<file path="src/rtl/ccd_blc_pkg.sv">
package ccd_blc_pkg;

    typedef enum logic [1:0] {
        REG_IDLE  = 2'd0,
        REG_LEAD  = 2'd1,
        REG_EFF   = 2'd2,
        REG_TRAIL = 2'd3
    } region_e;

endpackage

</file>
<file path="src/rtl/ccd_line_tracker.sv">
module ccd_line_tracker
    import ccd_blc_pkg::*;
#(
    parameter int LEAD_DUMMY  = 63,
    parameter int EFF_PIX     = 7078,
    parameter int TRAIL_DUMMY = 12,
    parameter int BLK_FIRST   = 2,
    parameter int BLK_LAST    = 12
) (
    input  logic clk,
    input  logic rst_n,
    input  logic in_valid,
    input  logic in_sol,
    output logic blk_start,
    output logic blk_en,
    output logic blk_end,
    output logic eff_en,
    output logic eff_first
);
    localparam int LINE_LEN = LEAD_DUMMY + EFF_PIX + TRAIL_DUMMY;
    localparam int POS_W    = $clog2(LINE_LEN + 1);
    localparam logic [POS_W-1:0] BLK_LO   = POS_W'(BLK_FIRST - 1);
    localparam logic [POS_W-1:0] BLK_HI   = POS_W'(BLK_LAST - 1);
    localparam logic [POS_W-1:0] EFF_LO   = POS_W'(LEAD_DUMMY);
    localparam logic [POS_W-1:0] EFF_HI   = POS_W'(LEAD_DUMMY + EFF_PIX - 1);
    localparam logic [POS_W-1:0] LAST_IDX = POS_W'(LINE_LEN - 1);

    typedef struct packed {
        logic             active;
        logic [POS_W-1:0] pos;
    } trk_t;

    trk_t             st_q, st_d;
    logic             take;
    logic [POS_W-1:0] idx;
    region_e          region;

    always_comb begin
        st_d   = st_q;
        idx    = in_sol ? '0 : st_q.pos;
        take   = in_valid && (in_sol || st_q.active);
        region = REG_IDLE;
        if (take) begin
            if (idx < EFF_LO)       region = REG_LEAD;
            else if (idx <= EFF_HI) region = REG_EFF;
            else                    region = REG_TRAIL;
            st_d.pos    = idx + 1'b1;
            st_d.active = (idx != LAST_IDX);
        end
        blk_en    = take && (idx >= BLK_LO) && (idx <= BLK_HI);
        blk_start = blk_en && (idx == BLK_LO);
        blk_end   = blk_en && (idx == BLK_HI);
        eff_en    = (region == REG_EFF);
        eff_first = eff_en && (idx == EFF_LO);
    end

    always_ff @(posedge clk or negedge rst_n) begin
        if (!rst_n) st_q <= '0;
        else        st_q <= st_d;
    end

    // an open line always points inside the line, past index 0
    assert_pos_in_line_R1: assert property (@(posedge clk) disable iff (!rst_n)
        st_q.active |-> (st_q.pos != '0 && st_q.pos <= LAST_IDX));

    // a start flag restarts the count
    assert_sol_restart_R8: assert property (@(posedge clk) disable iff (!rst_n)
        (in_valid && in_sol) |=> (st_q.active && st_q.pos == POS_W'(1)));

    // no sample, no movement
    assert_idle_hold_R9: assert property (@(posedge clk) disable iff (!rst_n)
        !in_valid |=> ($stable(st_q.pos) && $stable(st_q.active)));

endmodule

</file>
<file path="src/rtl/ccd_black_estimator.sv">
module ccd_black_estimator #(
    parameter int DATA_W = 12,
    parameter int BLK_N  = 11
) (
    input  logic              clk,
    input  logic              rst_n,
    input  logic              acc_start,
    input  logic              acc_en,
    input  logic              acc_last,
    input  logic [DATA_W-1:0] data,
    output logic [DATA_W-1:0] black
);
    localparam int SUM_W   = DATA_W + $clog2(BLK_N) + 1;
    localparam int X_W     = SUM_W + 2;
    localparam int CNT_W   = $clog2(BLK_N) + 1;
    localparam int SH      = X_W + CNT_W;
    localparam int RECIP_W = SH + 1;
    localparam int PROD_W  = X_W + RECIP_W;
    localparam logic [63:0] RECIP = ((64'd1 << SH) + 64'(BLK_N) - 64'd1) / 64'(BLK_N);

    typedef struct packed {
        logic [SUM_W-1:0]  sum;
        logic [DATA_W-1:0] black;
    } est_t;

    est_t              st_q, st_d;
    logic [SUM_W-1:0]  total;
    logic [X_W-1:0]    x_num;
    logic [PROD_W-1:0] prod;

    always_comb begin
        st_d  = st_q;
        total = (acc_start ? '0 : st_q.sum) + SUM_W'(data);
        // round(total/N) = floor((2*total + N) / (2*N))
        x_num = {total, 1'b0} + X_W'(BLK_N);
        prod  = PROD_W'(x_num) * PROD_W'(RECIP[RECIP_W-1:0]);
        if (acc_en) begin
            st_d.sum = total;
            if (acc_last) st_d.black = DATA_W'(prod >> (SH + 1));
        end
    end

    always_ff @(posedge clk or negedge rst_n) begin
        if (!rst_n) st_q <= '0;
        else        st_q <= st_d;
    end

    assign black = st_q.black;

    // the estimate only changes after the last reference sample
    assert_black_hold_R5: assert property (@(posedge clk) disable iff (!rst_n)
        !acc_last |=> $stable(st_q.black));

endmodule

</file>
<file path="src/rtl/ccd_pixel_subtract.sv">
module ccd_pixel_subtract #(
    parameter int DATA_W = 12
) (
    input  logic              clk,
    input  logic              rst_n,
    input  logic              pix_en,
    input  logic              pix_first,
    input  logic [DATA_W-1:0] data,
    input  logic [DATA_W-1:0] black,
    output logic              out_valid,
    output logic              out_sol,
    output logic [DATA_W-1:0] out_data
);
    typedef struct packed {
        logic              valid;
        logic              sol;
        logic [DATA_W-1:0] data;
    } sub_t;

    sub_t            st_q, st_d;
    logic [DATA_W:0] diff;

    always_comb begin
        st_d       = st_q;
        diff       = {1'b0, data} - {1'b0, black};
        st_d.valid = pix_en;
        st_d.sol   = pix_en && pix_first;
        if (pix_en) st_d.data = diff[DATA_W] ? '0 : diff[DATA_W-1:0];
    end

    always_ff @(posedge clk or negedge rst_n) begin
        if (!rst_n) st_q <= '0;
        else        st_q <= st_d;
    end

    assign out_valid = st_q.valid;
    assign out_sol   = st_q.sol;
    assign out_data  = st_q.data;

    // subtraction never raises a pixel
    assert_sat_floor_R6: assert property (@(posedge clk) disable iff (!rst_n)
        st_q.valid |-> (st_q.data <= $past(data)));

    // start flag only travels with a valid pixel
    assert_sol_valid_R7: assert property (@(posedge clk) disable iff (!rst_n)
        st_q.sol |-> st_q.valid);

endmodule

</file>
<file path="src/rtl/ccd_black_level_corrector.sv">
module ccd_black_level_corrector #(
    parameter int DATA_W      = 12,
    parameter int LEAD_DUMMY  = 63,
    parameter int EFF_PIX     = 7078,
    parameter int TRAIL_DUMMY = 12,
    parameter int BLK_FIRST   = 2,
    parameter int BLK_LAST    = 12
) (
    input  logic              clk,
    input  logic              rst_n,
    input  logic              in_valid,
    input  logic              in_sol,
    input  logic [DATA_W-1:0] in_data,
    output logic              out_valid,
    output logic              out_sol,
    output logic [DATA_W-1:0] out_data,
    output logic [DATA_W-1:0] out_black
);
    localparam int BLK_N = BLK_LAST - BLK_FIRST + 1;

    logic blk_start, blk_en, blk_end, eff_en, eff_first;

    initial begin
        assert_cfg_window_R2: assert (BLK_FIRST >= 1 && BLK_LAST < LEAD_DUMMY && BLK_N >= 1);
    end

    ccd_line_tracker #(
        .LEAD_DUMMY (LEAD_DUMMY),
        .EFF_PIX    (EFF_PIX),
        .TRAIL_DUMMY(TRAIL_DUMMY),
        .BLK_FIRST  (BLK_FIRST),
        .BLK_LAST   (BLK_LAST)
    ) u_track (
        .clk      (clk),
        .rst_n    (rst_n),
        .in_valid (in_valid),
        .in_sol   (in_sol),
        .blk_start(blk_start),
        .blk_en   (blk_en),
        .blk_end  (blk_end),
        .eff_en   (eff_en),
        .eff_first(eff_first)
    );

    ccd_black_estimator #(
        .DATA_W(DATA_W),
        .BLK_N (BLK_N)
    ) u_est (
        .clk      (clk),
        .rst_n    (rst_n),
        .acc_start(blk_start),
        .acc_en   (blk_en),
        .acc_last (blk_end),
        .data     (in_data),
        .black    (out_black)
    );

    ccd_pixel_subtract #(
        .DATA_W(DATA_W)
    ) u_sub (
        .clk      (clk),
        .rst_n    (rst_n),
        .pix_en   (eff_en),
        .pix_first(eff_first),
        .data     (in_data),
        .black    (out_black),
        .out_valid(out_valid),
        .out_sol  (out_sol),
        .out_data (out_data)
    );

endmodule

</file>
<file path="config.mk">
export PLATFORM = sky130hd
export DESIGN_NAME = ccd_black_level_corrector
export DESIGN_NICKNAME = d
export VERILOG_FILES = /design/src/rtl/ccd_blc_pkg.sv /design/src/rtl/ccd_line_tracker.sv /design/src/rtl/ccd_black_estimator.sv /design/src/rtl/ccd_pixel_subtract.sv /design/src/rtl/ccd_black_level_corrector.sv
export SDC_FILE = /design/constraint.sdc
export NUM_CORES = 1
export LEC_CHECK = 0
export BUFFER_PORTS_ARGS = -buffer_cell sky130_fd_sc_hd__buf_2
export CELL_PAD_IN_SITES_DETAIL_PLACEMENT = 0
export CELL_PAD_IN_SITES_GLOBAL_PLACEMENT = 1
export CORE_AREA = 3 3 164 166
export CTS_CLUSTER_DIAMETER = 30
export CTS_CLUSTER_SIZE = 28
export DETAILED_ROUTE_END_ITERATION = 7
export DIE_AREA = 0 0 167 169
export GPL_ROUTABILITY_DRIVEN = 0
export GPL_TIMING_DRIVEN = 0
export PLACE_DENSITY = 0.67
export SLEW_MARGIN = 20
export SYNTH_ARGS = -nofsm -noshare
export SYNTH_HDL_FRONTEND = slang
export SYNTH_HIERARCHICAL = 1
export SYNTH_SLANG_ARGS = --single-unit
export TNS_END_PERCENT = 10
</file>
<file path="constraint.sdc">
create_clock -name clk -period 21.3 [get_ports clk]
set_input_delay 5.325 -clock clk [delete_from_list [all_inputs] [get_ports clk]]
set_output_delay 5.325 -clock clk [all_outputs]
set_load 0.02 [all_outputs]
</file>
# Yosys cells after proc, flatten, opt, wreduce, memory -nomap -nowiden

Cells that the tools add are included.

Flip-flop bits (word level): 57
Output and inout port bits: 26
Logic and storage cells: 36
Bits of input ports: 16

Add/subtract/negate cells: 4
Multiplexer cells: 6
Eq/ne operators: 5
Multipliers: 1
Reductions and logical operators: 9
Magnitude comparators: 4

Operator list:

| kind                     | count |
|---|---|
| $mul A19 B20 Y36 const B | 1 |
| $add A18 B4 Y19 const B  | 1 |
| $add A17 B12 Y17         | 1 |
| $mux W17                 | 1 |
| $add A13 B1 Y13 const B  | 1 |
| $eq A13 B1 Y1 const B    | 1 |
| $eq A13 B4 Y1 const B    | 1 |
| $eq A13 B6 Y1 const B    | 1 |
| $ge A13 B1 Y1 const B    | 1 |
| $le A13 B13 Y1 const B   | 1 |
| $le A13 B4 Y1 const B    | 1 |
| $lt A13 B6 Y1 const B    | 1 |
| $mux W13                 | 1 |
| $ne A13 B13 Y1 const B   | 1 |
| $sub A12 B12 Y13         | 1 |
| $mux W12                 | 1 |
| $logic_and A1 B1 Y1      | 7 |
| $mux W2                  | 2 |
| $eq A2 B2 Y1 const B     | 1 |
| $reduce_and A2 Y1        | 1 |
| $logic_or A1 B1 Y1       | 1 |
| $mux W1                  | 1 |

# Depth between registers and ports, before layout

Gate-level depths: netlist (run 1).

Word-level depth: 9
Gate-level depth with buffers: 41
Gate-level depth less buffers: 37

# Modules after synthesis

The synthesis (run 1) kept the hierarchy.

Modules (own cells, without submodules):

| module              | times used | cells each | area each (µm²) | sequential area each (µm²) |
|---|---|---|---|---|
| ccd_black_estimator | 1          | 808        | 7637.3          | 725.7 |
| ccd_pixel_subtract  | 1          | 126        | 1074.8          | 350.3 |
| ccd_line_tracker    | 1          | 117        | 1008.5          | 350.3 |

# Worst setup path before layout (run 1)

OpenSTA, ideal clock, no wires.

Path type: input -> register
From: input port in_sol
To: register u_est.st_q, in the netlist u_est/black[11]
Cell stages on the path: 39
Required time: 21174 ps
Setup time: 126 ps
Setup slack: 6506 ps
Arrival time: 14669 ps
Buffers on the path: 4
Cell sequence: buf_2 nor3_1 nand3_1 or3_4 nor4_2 clkbuf_1 buf_1 nor2b_1 ha_1 inv_1 fa_1 nor2b_4 o31a_1 o221a_4 o2111ai_2 or3b_1 buf_2 and4b_2 [3 not listed] inv_1 fa_1 fa_1 fa_1 inv_1 fa_1 inv_1 fa_1 inv_1 ha_1 and4_1 nand3_1 or3_1 o211ai_2 a2111oi_4 o311ai_2 mux2i_1 nand2_1

Cells in the longest elaborated chain, start to end: 9
Elaborated cells on any way between the ends: 16
Those cells by class: add/sub (2); mul (1); order compare (2); eq/ne (2); mux (2); reduce/logical (7)

Ends and longest elaborated chain:

| element                                              | line                                           | RTL |
|---|---|---|
| from (decl)                                          | ccd_black_level_corrector.sv:12                | `input logic in_sol,` |
| $mux W13 or $logic_or A1 B1 Y1 (tied branches)       | ccd_line_tracker.sv:40, ccd_line_tracker.sv:41 |  |
| $ge A13 B1 Y1 or $logic_and A1 B1 Y1 (tied branches) | ccd_line_tracker.sv:50, ccd_line_tracker.sv:41 |  |
| $logic_and A1 B1 Y1 (2 in a row)                     | ccd_line_tracker.sv:50                         | `blk_en = take && (idx >= BLK_LO) && (idx <= BLK_HI);` |
| $logic_and A1 B1 Y1 (*)                              | ccd_line_tracker.sv:51                         | `blk_start = blk_en && (idx == BLK_LO);` |
| via blk_start                                        | ccd_black_level_corrector.sv:21                | `logic blk_start, blk_en, blk_end, eff_en, eff_first;` |
| $mux W17 (*)                                         | ccd_black_estimator.sv:33                      | `total = (acc_start ? '0 : st_q.sum) + SUM_W'(data);` |
| $add A17 B12 Y17 (*)                                 | ccd_black_estimator.sv:33                      |  |
| $add A18 B4 Y19 (*)                                  | ccd_black_estimator.sv:35                      | `x_num = {total, 1'b0} + X_W'(BLK_N);` |
| $mul A19 B20 Y36 (*)                                 | ccd_black_estimator.sv:36                      | `prod = PROD_W'(x_num) * PROD_W'(RECIP[RECIP_W-1:0]);` |
| to (signal assigned)                                 | ccd_black_estimator.sv:45                      | `else st_q <= st_d;` |
| to (decl)                                            | ccd_black_estimator.sv:26                      | `est_t st_q, st_d;` |

Mark *: on every way through the listed nets, which the timed path passes. The rest lies on a longest branch.
A chain may end at the register's enable or synchronous reset.

# Final worst setup path (run 1)

From: input port in_sol
To: register u_est.st_q, in the netlist u_est/black[8]

The elaborated chain is that of the path after synthesis.

==> metrics.yaml, run 1 <==
status: "finished, final reports clean"
row_count: 59
drc: 0
htree_levels: 3
overflow: 0
drtIter0Drc: 327
numCtsBuffers: 9
drv_slew: 0
insertion_delay_ps: 330
cts_root_buf: "clkbuf_16"
relSlewSlack: 0.265
io_pins: 42
grt_pass1_wl_um: 39700
grtUsageMet1: 0.250
finalWorstPathRequiredPeriod_ps: 16250
worstPathArrival_ps: 16440
antenna_cells: 0
cpMaxStageDelayCell: "nor4b_2"
critPathKind: "primary input to flip-flop"
syn-num-nets: 1334
fin_nets: 1386
yosysUniqueCellTypes: 79
final_antenna_net_count: 0
final_util: 0.413
yosysWarnings: 6
layout-drive-gt1-share: 0.110
drv_cap: 0
synth-edff-count: 0
cts-resized-gates: 0
synth_area_um2: 9720
cp_common_cell: "fa_1"
first_global_vias: 7463
wl_um: 23500
yosysSeqAreaShare: 0.147
grt_antenna_before_repair: 0
crit_path_max_incr_delay_ps: 610
syn-instance-count: 1051
hold_viol: 0
avgSynthCellArea_um2: 9.25
hold_path.class: "flip-flop to flip-flop"
setup_violations: 0
die_y_um: 169
finalCritPeriodShare: 0.763
firstDrtPassIters: 4
grt_use_met3: 0.0248
synth_area_leaders: "fa_1, ha_1, dfrtp_1"
async_flop_share: 1.00
gr-usage-all-layers: 0.176
fin_setup_tns_ps: 0
fmax_mhz: 61.6
cp_max_fo: 10
rsz0062_at_grt: "false"
core-area_um2: 25800
finClkSkew_ps: 8.43
cts_sinks: 57
start_util: 0.377
ctsLongestPathBuffers: 2
yosys.area.top_type: "fa_1"
ctsHoldBuffers: 0
grt_use_met2: 0.291
hpwl_um: 20400
synth.top_cell.area_share: 0.235
routedWlPerCell_um: 16.3
grt_max_degree: 58
endpoint_kind: "flip-flop"
yosysMostFrequentCell: "inv_1"
yosys_most_used_dff: "dfrtp_1"
vias: 7016
worstSetupStartpointType: "primary input"
port_buffers: 41
synth_commonest_cells: "inv_1, ha_1, fa_1, nand2_1, dfrtp_1"
cts_tree: "yes"
dieArea_um2: 28200
clk_pin_slew_ps: 50
syn_to_final_growth_pct: 9.36
viasPerCell: 4.86
cp.required_ps: 21490
die_width_um: 167
synth-seq-cells: 57
postCtsSetupRepairBufs: 0
top_usage_layer: "met2"
worstMarginPinSlew_ps: 1100
## sequential cells by signal (all words and copies together) (netlist names)
register	count
u_est/black	12
u_est/st_q	17
u_sub/out_data	12
u_sub/out_sol	1
u_sub/out_valid	1
u_track/st_q	14
## kinds of logic (layout without fill, tap and decap cells)
family | Yosys count | in the layout | share of synthesized area
fa+ha+maj | 267 | 267 | 0.432
buf+inv | 278 | 335 | 0.113
compound gates | 158 | 158 | 0.109
simple gates | 212 | 212 | 0.124
xor+xnor | 61 | 61 | 0.0550
flops | 57 | 57 | 0.147
mux | 18 | 18 | 0.0203
## path summary, 6_finish.rpt
kind | startpoint | endpoint | slack, ps | depth (start not counted)
worst max register to register | u_track/st_q[7] | u_est/black[8] | 9680 | 38
max in group asynchronous | rst_n | u_est/st_q[19] | 15710 | 1
worst max-delay path | in_sol | u_est/black[8] | 5050 | 40
worst min register to register | u_est/black[7] | u_est/black[7] | 480 | 2
worst min-delay path | u_est/black[7] | u_est/black[7] | 480 | 2
min in group asynchronous | rst_n | u_track/st_q[11] | 5060 | 1
## critical path, delay by kind of cell
kind                       cells  cell delay (ps)
AOI/OAI and AO/OA              8             2370
adders and majority gates      9             4020
xor gates and xnor gates       1              260
and+or+nand+nor               12             2680
buffers and inverters         10             1760
## cell type report
type	instances	area [um^2]
buffer	30	170
clock buffer	13	260
clock inverter	3	15.0
fill	2604	15100
inverter	248	931
multi-input combinational	716	7200
sequential	57	1430
tap	335	419
timing repair buffer	41	208
## cell usage in the layout, fill, tap and decap left out, drive strengths merged, types with 6 or more instances in the layout
master / n
nor4: 6
xnor2: 43
a21oi: 34
fa: 114
nand4: 6
o211ai: 6
xor2: 18
dfrtp: 57
a211oi: 6
nand3: 26
nand2: 61
a21o: 18
nor2b: 16
or2: 6
or3: 6
clkbuf: 21
mux2: 14
buf: 63
o22ai: 10
o21ai: 47
nor3: 16
inv: 248
nor2: 31
ha: 153
## metrics by stage
| step | std cells | hold WS (ps) | cell area [um^2] | worst slack (ps) |
|---|---|---|---|---|
| 2_1_floorplan | 1051 | 451 | 9720 | 6510 |
| 3_3_place_gp | 1427 | 464 | 10300 | 4520 |
| 3_5_place_dp | 1427 | 472 | 10300 | 4530 |
| 4_1_cts | 1443 | 484 | 10600 | 4820 |
| 5_1_grt | 1443 | 508 | 10600 | 4110 |
| 6_report | 1443 | 478 | 10600 | 5050 |
## routing by layer
layer	up-vias	wire [um]
met3	10	871
met2	80	11100
met5	-	0
met1	3407	11400
met4	0	191
li1	3519	-
Power of run 1 is not shown: default switching activity piles up to over one toggle a cycle in this logic, so the estimate is an artifact.
==> run 2, diff against run 1 <==
--- a/config.mk
+++ b/config.mk
@@ -15,7 +15,7 @@
 export DIE_AREA = 0 0 167 169
 export GPL_ROUTABILITY_DRIVEN = 0
 export GPL_TIMING_DRIVEN = 0
-export PLACE_DENSITY = 0.67
+export PLACE_DENSITY = 0.7
 export SLEW_MARGIN = 20
 export SYNTH_ARGS = -nofsm -noshare
 export SYNTH_HDL_FRONTEND = slang
==> constraint.sdc (replaced) <==
create_clock -name clk -period 14.8 [get_ports clk]
set_input_delay 3.7 -clock clk [delete_from_list [all_inputs] [get_ports clk]]
set_output_delay 3.7 -clock clk [all_outputs]
set_load 0.02 [all_outputs]
==> metrics.yaml, run 2 (synthesis gave the netlist of run 1 again) <==
finClkSkew_ps: 6.20  # -2.23 ps
min_from: "u_est/black[7]"
cts_root_buf: "clkbuf_16"
dp.cells: 1427  # unchanged
drc: 0  # unchanged
fin_nets: 1386  # unchanged
cpMaxStageDelayCell: "fa_1"
numCtsBuffers: 9  # unchanged
reg2reg_slack_ps: 3950  # -5730 ps
relSlewSlack: 0.477  # +0.212
final_antenna_net_count: 0  # unchanged
drv_cap: 0  # unchanged
hold_viol: 0  # unchanged
stdcell_count: 1441  # -0.14%
grt_antenna_before_repair: 0  # unchanged
largestRegisters: "u_est/st_q: 17 flops, u_track/st_q: 14 flops"
dieArea_um2: 28200  # unchanged
worstSetupStartpointType: "primary input"
worstHoldPathCells: 2  # unchanged
cp.buffers_inverters: 10  # unchanged
postCtsSetupRepairBufs: 0  # unchanged
port_buffers: 41  # unchanged
met1_length_um: 11200  # -1.1%
syn_to_final_growth_pct: 9.96
layout-drive-gt1-share: 0.118  # +0.00834
route.top_layer_used: "met4"
gr-usage-all-layers: 0.172  # -0.00368
largest_reg_flops: 17  # unchanged
grt_max_degree: 58  # unchanged
worstRegToRegCells: 38  # unchanged
cp.required_ps: 14990  # -6500 ps
clk_pin_slew_ps: 50  # about the same
cts_tree: "yes"
crit_start: "in_sol"
r2r_end: "u_est/black[8]"
fmax_mhz: 71.9
rsz0062_at_grt: "false"
die_width_um: 167  # unchanged
ctsLongestPathBuffers: 2  # unchanged
cpLargestDelayFamily: "adder cells"
overflow: 0  # unchanged
start_util: 0.377  # unchanged
min_to: "u_est/black[7]"
final_common_cell: "inv_1"
multiInputGateArea_um2: 7260  # +0.85%
hpwl_um: 20000  # -1.9%
die_y_um: 169  # unchanged
final_cell_mix: "inv_1, ha_1, fa_1"
row_count: 59  # unchanged
vias: 7078  # +0.88%
finalCritPeriodShare: 0.940
crit_path_max_incr_delay_ps: 550  # -60 ps
setup_violations: 0  # unchanged
largest_register: "u_est/st_q"
io_pins: 42  # unchanged
route.met3.wl_um: 807  # -7.3%
hold_path.class: "flip-flop to flip-flop"
cp.depth: 40  # unchanged
viasPerCell: 4.91  # +1.0%
grt_pass1_wl_um: 38900  # -1.9%
cp_max_fo: 10  # unchanged
drtIter0Drc: 371  # +13%
worstMarginPinSlew_ps: 780  # -319 ps
regArea_um2: 1430  # unchanged
routedWlPerCell_um: 16.1  # -1.3%
cp_common_cell: "fa_1"
firstDrtPassIters: 4  # unchanged
finalWorstPathRequiredPeriod_ps: 13910
fillers: 2587  # -0.65%
worstPathArrival_ps: 14100  # -2340 ps
wl_um: 23100  # -1.5%
rr_startpoint: "u_track/st_q[7]"
cts_sinks: 57  # unchanged
wl_met2_um: 10900  # -1.8%
first_global_vias: 7370  # -1.2%
insertion_delay_ps: 320  # about the same
drv_slew: 0  # unchanged
endpoint_kind: "flip-flop"
status: "finished, final reports clean"
core-area_um2: 25800  # unchanged
antenna_cells: 0  # unchanged
htree_levels: 3  # unchanged
critPathKind: "primary input to flip-flop"
## run 2: changes by cell type in the layout (fill, tap and decap cells not counted), moves of 2 or more
cell | previous run | this run
xnor2_1 | 43 | 39
xnor2_2 | 0 | 4
clkbuf_1 | 10 | 7
xor2_1 | 17 | 14
xor2_2 | 1 | 4
clkbuf_2 | 0 | 2
## run 2: worst min-delay path, cell delays in order, from the launching register on
cell	delay [ps]
dfrtp_1	340
nand2_1	50
o21ai_0	60
## run 2: through the flow
| step | worst slack (ps) | hold WS [ps] | util | area [um^2] | setup TNS, ps |
|---|---|---|---|---|---|
| finish | 887 | 474 | 0.415 | 10700 | 0 |
| floorplan | 1630 | 451 | - | 9720 | 0 |
| global placement | -281 | 463 | 0.402 | 10300 | -965 |
| detailed placement | -270 | 472 | 0.402 | 10300 | -924 |
| global route | 108 | 506 | 0.415 | 10700 | 0 |
| CTS | 18.8 | 484 | 0.412 | 10600 | 0 |
## run 2: layer usage
metal,GRT usage,vias to the layer above
li1,-,3509
met1,0.246,3456
met2,0.287,103
met3,0.0217,10
met4,0.0244,0
met5,0,-
## run 2: repair_timing
action	4_1_cts	5_1_grt
setup endpoints to repair	0	11
resized for setup	0	13
hold buffers	0	0
## run 2: how the worst max path moves through the flow
stage / to / slack (ps)
global placement: u_est/black[8] / -280
floorplan: u_est/black[11] / 1630
detailed placement: u_est/black[8] / -270
CTS: u_est/black[8] / 20
finish: u_est/black[8] / 890
global route: u_est/black[8] / 110
## run 2: final cells by class
cell class,instances,area share
plain buffers,30,0.0162
clock buffers,11,0.0236
well taps,335,0.0392
inverters,248,0.0871
flip-flops and latches,57,0.133
multi-input cells,716,0.679
clock inverters,3,0.00164
repair buffers,41,0.0194
Power of run 2 is left out for the same reason.
